[config.mk]
export PLATFORM = sky130hd
export DESIGN_NAME = spi_cfg_port
export DESIGN_NICKNAME = d
export VERILOG_FILES = /design/src/rtl/spi_cfg_pkg.sv /design/src/rtl/spi_cfg_sync.sv /design/src/rtl/spi_cfg_ctrl.sv /design/src/rtl/spi_cfg_regbank.sv /design/src/rtl/spi_cfg_port.sv
export SDC_FILE = /design/constraint.sdc
export NUM_CORES = 1
export LEC_CHECK = 0
export BUFFER_PORTS_ARGS = -buffer_cell sky130_fd_sc_hd__buf_2
export CAP_MARGIN = 20
export CELL_PAD_IN_SITES_DETAIL_PLACEMENT = 2
export CELL_PAD_IN_SITES_GLOBAL_PLACEMENT = 2
export CORE_MARGIN = 2
export CORE_UTILIZATION = 38
export DETAILED_ROUTE_END_ITERATION = 7
export GPL_ROUTABILITY_DRIVEN = 1
export PLACE_DENSITY = 0.84
export SLEW_MARGIN = 20
export SYNTH_ARGS = -nofsm -noshare
export SYNTH_HDL_FRONTEND = slang
export SYNTH_SLANG_ARGS = --single-unit
[constraint.sdc]
create_clock -name clk -period 3.2 [get_ports clk]
set_clock_uncertainty 0.2 [all_clocks]
set_input_delay 0.16 -clock clk [delete_from_list [all_inputs] [get_ports clk]]
set_output_delay 0.16 -clock clk [all_outputs]
set_load 0.01 [all_outputs]
[src/rtl/spi_cfg_pkg.sv]
package spi_cfg_pkg;

    localparam int unsigned BYTE_W = 8;

    typedef logic [BYTE_W-1:0] byte_t;

    typedef enum logic [BYTE_W-1:0] {
        OP_ARM    = 8'h06,
        OP_DISARM = 8'h04,
        OP_READ   = 8'h03,
        OP_WRITE  = 8'h02
    } opcode_e;

    typedef enum logic [2:0] {
        PH_CODE,
        PH_ADDR,
        PH_MARK,
        PH_DATA,
        PH_DONE
    } phase_e;

    typedef struct packed {
        logic  valid;
        byte_t addr;
        byte_t data;
    } wr_req_t;

    typedef struct packed {
        logic rise;
        logic fall;
        logic idle;
        logic din;
    } spi_evt_t;

    function automatic byte_t shift_in(byte_t cur, logic bit_in);
        return {cur[BYTE_W-2:0], bit_in};
    endfunction

endpackage

[src/rtl/spi_cfg_sync.sv]
module spi_cfg_sync
    import spi_cfg_pkg::*;
#(
    parameter int unsigned STAGES = 2
) (
    input  logic     clk,
    input  logic     rst,
    input  logic     sclk,
    input  logic     cs_n,
    input  logic     mosi,
    output spi_evt_t evt
);

    localparam int unsigned TOP = STAGES - 1;

    logic [STAGES-1:0] sclk_s;
    logic [STAGES-1:0] cs_s;
    logic [STAGES-1:0] din_s;
    logic              sclk_prev;

    always_ff @(posedge clk) begin
        if (rst) begin
            sclk_s    <= '0;
            cs_s      <= '1;
            din_s     <= '0;
            sclk_prev <= 1'b0;
        end else begin
            sclk_s    <= {sclk_s[STAGES-2:0], sclk};
            cs_s      <= {cs_s[STAGES-2:0], cs_n};
            din_s     <= {din_s[STAGES-2:0], mosi};
            sclk_prev <= sclk_s[TOP];
        end
    end

    always_comb begin
        evt.rise = sclk_s[TOP] & ~sclk_prev;
        evt.fall = ~sclk_s[TOP] & sclk_prev;
        evt.idle = cs_s[TOP];
        evt.din  = din_s[TOP];
    end

endmodule

[src/rtl/spi_cfg_ctrl.sv]
module spi_cfg_ctrl
    import spi_cfg_pkg::*;
(
    input  logic     clk,
    input  logic     rst,
    input  spi_evt_t evt,
    input  byte_t    rd_data,
    output byte_t    rd_addr,
    output wr_req_t  wr_req,
    output logic     miso,
    output logic     wren
);

    localparam int unsigned CNT_W = $clog2(BYTE_W);

    phase_e          phase;
    opcode_e         op_q;
    logic [CNT_W-1:0] bit_cnt;
    byte_t           rx_sh;
    byte_t           addr_q;
    byte_t           tx_sh;
    byte_t           rx_next;
    logic            last_bit;
    logic            miso_q;
    logic            wren_q;
    wr_req_t         wr_q;

    assign rx_next  = shift_in(rx_sh, evt.din);
    assign last_bit = (bit_cnt == CNT_W'(BYTE_W - 1));

    always_ff @(posedge clk) begin
        if (rst) begin
            phase   <= PH_CODE;
            op_q    <= OP_DISARM;
            bit_cnt <= '0;
            rx_sh   <= '0;
            addr_q  <= '0;
            tx_sh   <= '0;
            miso_q  <= 1'b0;
            wren_q  <= 1'b0;
            wr_q    <= '0;
        end else begin
            wr_q.valid <= 1'b0;
            if (evt.idle) begin
                phase   <= PH_CODE;
                bit_cnt <= '0;
                tx_sh   <= '0;
                miso_q  <= 1'b0;
            end else begin
                if (evt.rise) begin
                    rx_sh <= rx_next;
                    case (phase)
                        PH_CODE: begin
                            bit_cnt <= bit_cnt + 1'b1;
                            if (last_bit) begin
                                bit_cnt <= '0;
                                case (rx_next)
                                    OP_ARM: begin
                                        wren_q <= 1'b1;
                                        phase  <= PH_DONE;
                                    end
                                    OP_DISARM: begin
                                        wren_q <= 1'b0;
                                        phase  <= PH_DONE;
                                    end
                                    OP_READ, OP_WRITE: begin
                                        op_q  <= opcode_e'(rx_next);
                                        phase <= PH_ADDR;
                                    end
                                    default: phase <= PH_DONE;
                                endcase
                            end
                        end
                        PH_ADDR: begin
                            bit_cnt <= bit_cnt + 1'b1;
                            if (last_bit) begin
                                bit_cnt <= '0;
                                addr_q  <= rx_next;
                                phase   <= PH_MARK;
                            end
                        end
                        PH_MARK: begin
                            if (evt.din) begin
                                phase <= PH_DONE;
                            end else if (op_q == OP_READ) begin
                                tx_sh <= rd_data;
                                phase <= PH_DONE;
                            end else begin
                                phase <= PH_DATA;
                            end
                        end
                        PH_DATA: begin
                            bit_cnt <= bit_cnt + 1'b1;
                            if (last_bit) begin
                                bit_cnt    <= '0;
                                wr_q.valid <= wren_q;
                                wr_q.addr  <= addr_q;
                                wr_q.data  <= rx_next;
                                phase      <= PH_DONE;
                            end
                        end
                        default: ;
                    endcase
                end
                if (evt.fall) begin
                    miso_q <= tx_sh[BYTE_W-1];
                    tx_sh  <= {tx_sh[BYTE_W-2:0], 1'b0};
                end
            end
        end
    end

    assign rd_addr = addr_q;
    assign wr_req  = wr_q;
    assign miso    = miso_q;
    assign wren    = wren_q;

endmodule

[src/rtl/spi_cfg_regbank.sv]
module spi_cfg_regbank
    import spi_cfg_pkg::*;
#(
    parameter int unsigned NUM_REGS = 16
) (
    input  logic                       clk,
    input  logic                       rst,
    input  wr_req_t                    wr_req,
    input  byte_t                      rd_addr,
    output byte_t                      rd_data,
    output logic [NUM_REGS*BYTE_W-1:0] cfg_flat
);

    byte_t regs [NUM_REGS];

    for (genvar g = 0; g < NUM_REGS; g++) begin : g_reg
        always_ff @(posedge clk) begin
            if (rst) begin
                regs[g] <= '0;
            end else if (wr_req.valid && wr_req.addr == byte_t'(g)) begin
                regs[g] <= wr_req.data;
            end
        end
        assign cfg_flat[g*BYTE_W +: BYTE_W] = regs[g];
    end

    always_comb begin
        rd_data = '0;
        for (int i = 0; i < NUM_REGS; i++) begin
            if (rd_addr == byte_t'(i)) begin
                rd_data = regs[i];
            end
        end
    end

endmodule

[src/rtl/spi_cfg_port.sv]
module spi_cfg_port
    import spi_cfg_pkg::*;
#(
    parameter int unsigned NUM_REGS    = 16,
    parameter int unsigned SYNC_STAGES = 2
) (
    input  logic                       clk,
    input  logic                       rst,
    input  logic                       spi_sclk,
    input  logic                       spi_cs_n,
    input  logic                       spi_mosi,
    output logic                       spi_miso,
    output logic                       spi_miso_oe,
    output logic [NUM_REGS*BYTE_W-1:0] cfg_regs
);

    spi_evt_t evt;
    wr_req_t  wr_req;
    byte_t    rd_addr;
    byte_t    rd_data;
    logic     wren;

    spi_cfg_sync #(.STAGES(SYNC_STAGES)) u_sync (
        .clk  (clk),
        .rst  (rst),
        .sclk (spi_sclk),
        .cs_n (spi_cs_n),
        .mosi (spi_mosi),
        .evt  (evt)
    );

    spi_cfg_ctrl u_ctrl (
        .clk     (clk),
        .rst     (rst),
        .evt     (evt),
        .rd_data (rd_data),
        .rd_addr (rd_addr),
        .wr_req  (wr_req),
        .miso    (spi_miso),
        .wren    (wren)
    );

    spi_cfg_regbank #(.NUM_REGS(NUM_REGS)) u_bank (
        .clk      (clk),
        .rst      (rst),
        .wr_req   (wr_req),
        .rd_addr  (rd_addr),
        .rd_data  (rd_data),
        .cfg_flat (cfg_regs)
    );

    assign spi_miso_oe = ~spi_cs_n;

endmodule

==> summary.md <==
| Metric | Value |
|---|---|
| Status | completed |
| Initial DRC Count | ~850 |
| Required @ worst endpoint | 3.17 ns |
| Total detailed-routing wirelength | 35810 microns |
| Crit path DAT | 2.76 ns |
| Wire per inst | 28.74 microns |
| Post CTS Setup Buffer Count | 0 |
| Num CTS Buffers | 17 |
| PD cells | ~500 nW/um^2 |
| Clk slew on worst S/H paths | roughly 0.080 ns |
| Drt first pass iters | 7 |
| Register area share after synthesis | a little under three fifths |
| RSZ-0062 raised after global routing | false |
| GRT overflow | 0 |
| CP max stage delay | 0.54 ns |
| CP max FO | 8 |
| Initial antenna violation count | 0 |
| Rows | 55 |
| Switching share of power | 27.48% |
| Placed Area | roughly 10000 sq um |
| Syn_area_per_cell | 11.39 sq um |
| Hold Path Class | flop to flop |
| P_leak | 3.869 nW |
| CP startpoint kind | flop |
| EDFF count, synth | 128 |
| Setup Viol. Count Final | 0 |
| CP Cell Sequence | nand2b_1 > nor4_1 > nand3b_1 > o21ai_0 > buf_4 |
| Number of max-cap violations | 0 |
| GRT Resource Usage Total | 29.99% |
| Filler cells | 2338 |
| Slowest CP cell | o21ai_0 |
| Setup crit end kind | flop |
| DRC viols | 0 |
| Final Hold Viols | 0 |
| Combinational power share | around 5.6% |
| Post-route ant nets | 0 |
| I/O Buffers | roughly 130 |
| Crit path time final | 2.790 ns |
| Synthesized area | 8865 sq um |
| Vias in the first global route | 7833 |
| Max Slew Vio Count | 0 |
| Tightest Pin Transition | 0.9835 ns |
| Routability cong. | 0.8977 |
| H-tree Lvls | 4 |
| Final antenna diode count | 0 |
| Psw | 1.479 mW |
| Later-pin clock latency in the skew report | 0.47 ns |
| Vias after detailed routing | 7347 |
| Seq cells post-synth | 191 |
| Area of the multi-input gates | ~3500 sq um |
| Die area | between 20000 and 25000 sq um |
| Final instance area | 10650 sq um |
| Sequential share of power | 52.0% |
| Most common cell after layout, fill and taps aside | and2_1 |
| Die width | 156.7 microns |
| Syn Inst Count | 778 |
| Main flop type after synthesis | edfxtp_1 |
| Area Overhead vs Synth | 20.11% |
| Most frequent cells in the layout | and2_1 (137), buf_2 (134), edfxtp_1 (128), nor2_1 (65), dfxtp_1 (61) |
| Final TNS setup | 0 ns |
| Syn. warnings | 0 |
| # IOs | 135 |
| HPWL reported at the end of detailed placement | 24010 microns |
| Fmax | 358.4 MHz |
| Slew margin rel. | between 30% and 40% |
| First-pass GRT wire length | 53220 microns |
| Die height | 156.7 microns |
| Final period utilization | 87.19% |
| Maximum VDD drop | 0.3865 mV |
| Initial Utilization | roughly two fifths |
| Core area | 22780 sq um |
| Largest net degree at the start of global routing | 41 |
| CTS tree | built |
| Final Core Density | 46.75% |
| TritonCTS Sinks | 191 |
| Synthesized Nets | 787 |
| Clock buffer depth | 2 |
| Fin nets | 929 |
| Distinct cells, synth | 63 |
| Vias per cell | 5.896 |
| Clk pwr share | 42.4% |
| Worst Hold Slack | 0.2343 ns |
| Async SR Flop Fraction | 0% |
| FF+latch area | around 5100 sq um |
| R2R setup slack | about 0.41 ns |
| Internal power | 3.903 mW |
| Share of cells above drive strength 1 | between 20% and 30% |
| Root Driver | clkbuf_16 |
| Setup CP Type | flop to flop |
[final cells by class]
type                            instances  share of cell area, %
Timing Repair Buffer                  171                  9.001
Inverter                               11                 0.3878
Clock inverter                         15                  1.892
Multi-Input combinational cell        528                  33.08
Clock buffer                           17                  3.995
Tap cell                              313                  3.678
Sequential cell                       191                  47.97
[synthesized netlist by cell type, types with 2 or more instances]
master,n,area share [%]
or3_1,6,0.42
a21oi_1,29,1.6
edfxtp_1,128,43
o211ai_1,5,0.42
o31ai_1,8,0.68
mux2i_1,39,4.4
nor4bb_1,2,0.23
o22ai_1,8,0.56
nand4_1,8,0.56
nor2b_1,17,1.2
mux2_2,12,1.5
a211oi_1,7,0.59
nand3b_1,5,0.42
and2_1,137,9.7
o32ai_1,2,0.20
o21bai_1,3,0.25
o2bb2ai_1,2,0.20
nand2b_1,15,1.1
inv_1,10,0.42
o21ai_0,28,1.6
and3_1,2,0.14
dfxtp_1,63,14
buf_1,6,0.25
nor4_1,3,0.21
a22oi_1,7,0.59
o21a_1,3,0.25
o221ai_1,6,0.59
clkbuf_1,34,1.4
or2_2,2,0.14
buf_2,7,0.40
ha_1,4,0.56
nor4b_1,2,0.20
nand2_1,37,1.6
nand3_1,16,0.90
o2111ai_1,3,0.30
mux4_2,9,2.3
o21ai_1,2,0.11
nor2_1,65,2.8
nor3_1,12,0.68
[layer usage]
metal  track usage, %  part of all wire, %  vias to the layer above
met5                0                    0                        -
met4            11.10                  3.4                        0
met3            5.317                  7.0                       86
met2            51.55                   50                      379
met1            37.75                   40                     3796
li1                 -                    -                     3086
[flip-flops by register name (all words and copies together), names as in the netlist, 2 cells and up]
signal          flops
u_ctrl.rd_addr      8
u_sync.sclk_s       2
u_ctrl.wr_req      17
u_ctrl.bit_cnt      3
u_ctrl.tx_sh        8
u_ctrl.phase        3
u_sync.cs_s         2
u_bank.regs       128
u_ctrl.rx_sh        7
u_sync.din_s        2
u_ctrl.op_q         8
[cells by family (layout without fill, tap and decap cells)]
| kind of cell | Yosys count | count (layout) | synth area share, % |
|---|---|---|---|
| and+or+nand+nor | 341 | 341 | 21.71 |
| DFF | 191 | 191 | 57.59 |
| AOI/OAI and AO/OA | 123 | 123 | 9.245 |
| muxes | 60 | 60 | 8.214 |
| buffers and inverters | 59 | 214 | 2.682 |
| adders and majority gates | 4 | 4 | 0.5646 |
[final timing paths]
path                     start            endpoint  cells past startpoint
max          u_ctrl.wr_req[12]  u_bank.regs[0][49]                      5
min             u_sync.cs_s[0]      u_sync.cs_s[1]                      1
max reg2reg  u_ctrl.wr_req[12]  u_bank.regs[0][49]                      5
min reg2reg     u_sync.cs_s[0]      u_sync.cs_s[1]                      1
[per-stage QoR]
step | std cells | power, mW | setup slack [ns]
after CTS | 1246 | 5.399 | 0.4673
after detailed placement | 1210 | 3.139 | 0.7069
final | 1246 | 5.383 | 0.4100
after floorplan | 778 | 2.940 | 0.8916
after global placement | 1210 | 3.124 | 0.7316
after global routing | 1246 | 5.505 | 0.3789
[worst max-delay path: cells and delay by family (launching register included)]
family,cells,cell delay (ns)
simple gates,3,1.15
buf+inv,1,0.29
flops,1,0.31
compound gates,1,0.54
[repair_timing]
| item | in CTS | in global routing |
|---|---|---|
| hold endpoints to repair | 4 | 0 |
| hold buffers | 4 | 0 |
| setup endpoints to repair | 0 | 0 |
| resized for setup | 0 | 0 |
[power groups by stage]
stage / clock, mW / sequential [mW] / combinational (mW)
floorplan: 0 / 2.85 / 0.0872
global placement: 0 / 2.85 / 0.278
detailed placement: 0 / 2.85 / 0.288
CTS: 2.30 / 2.80 / 0.298
global route: 2.38 / 2.80 / 0.316
finish: 2.28 / 2.80 / 0.300
Note: power is estimated with default switching activity, not from simulation.
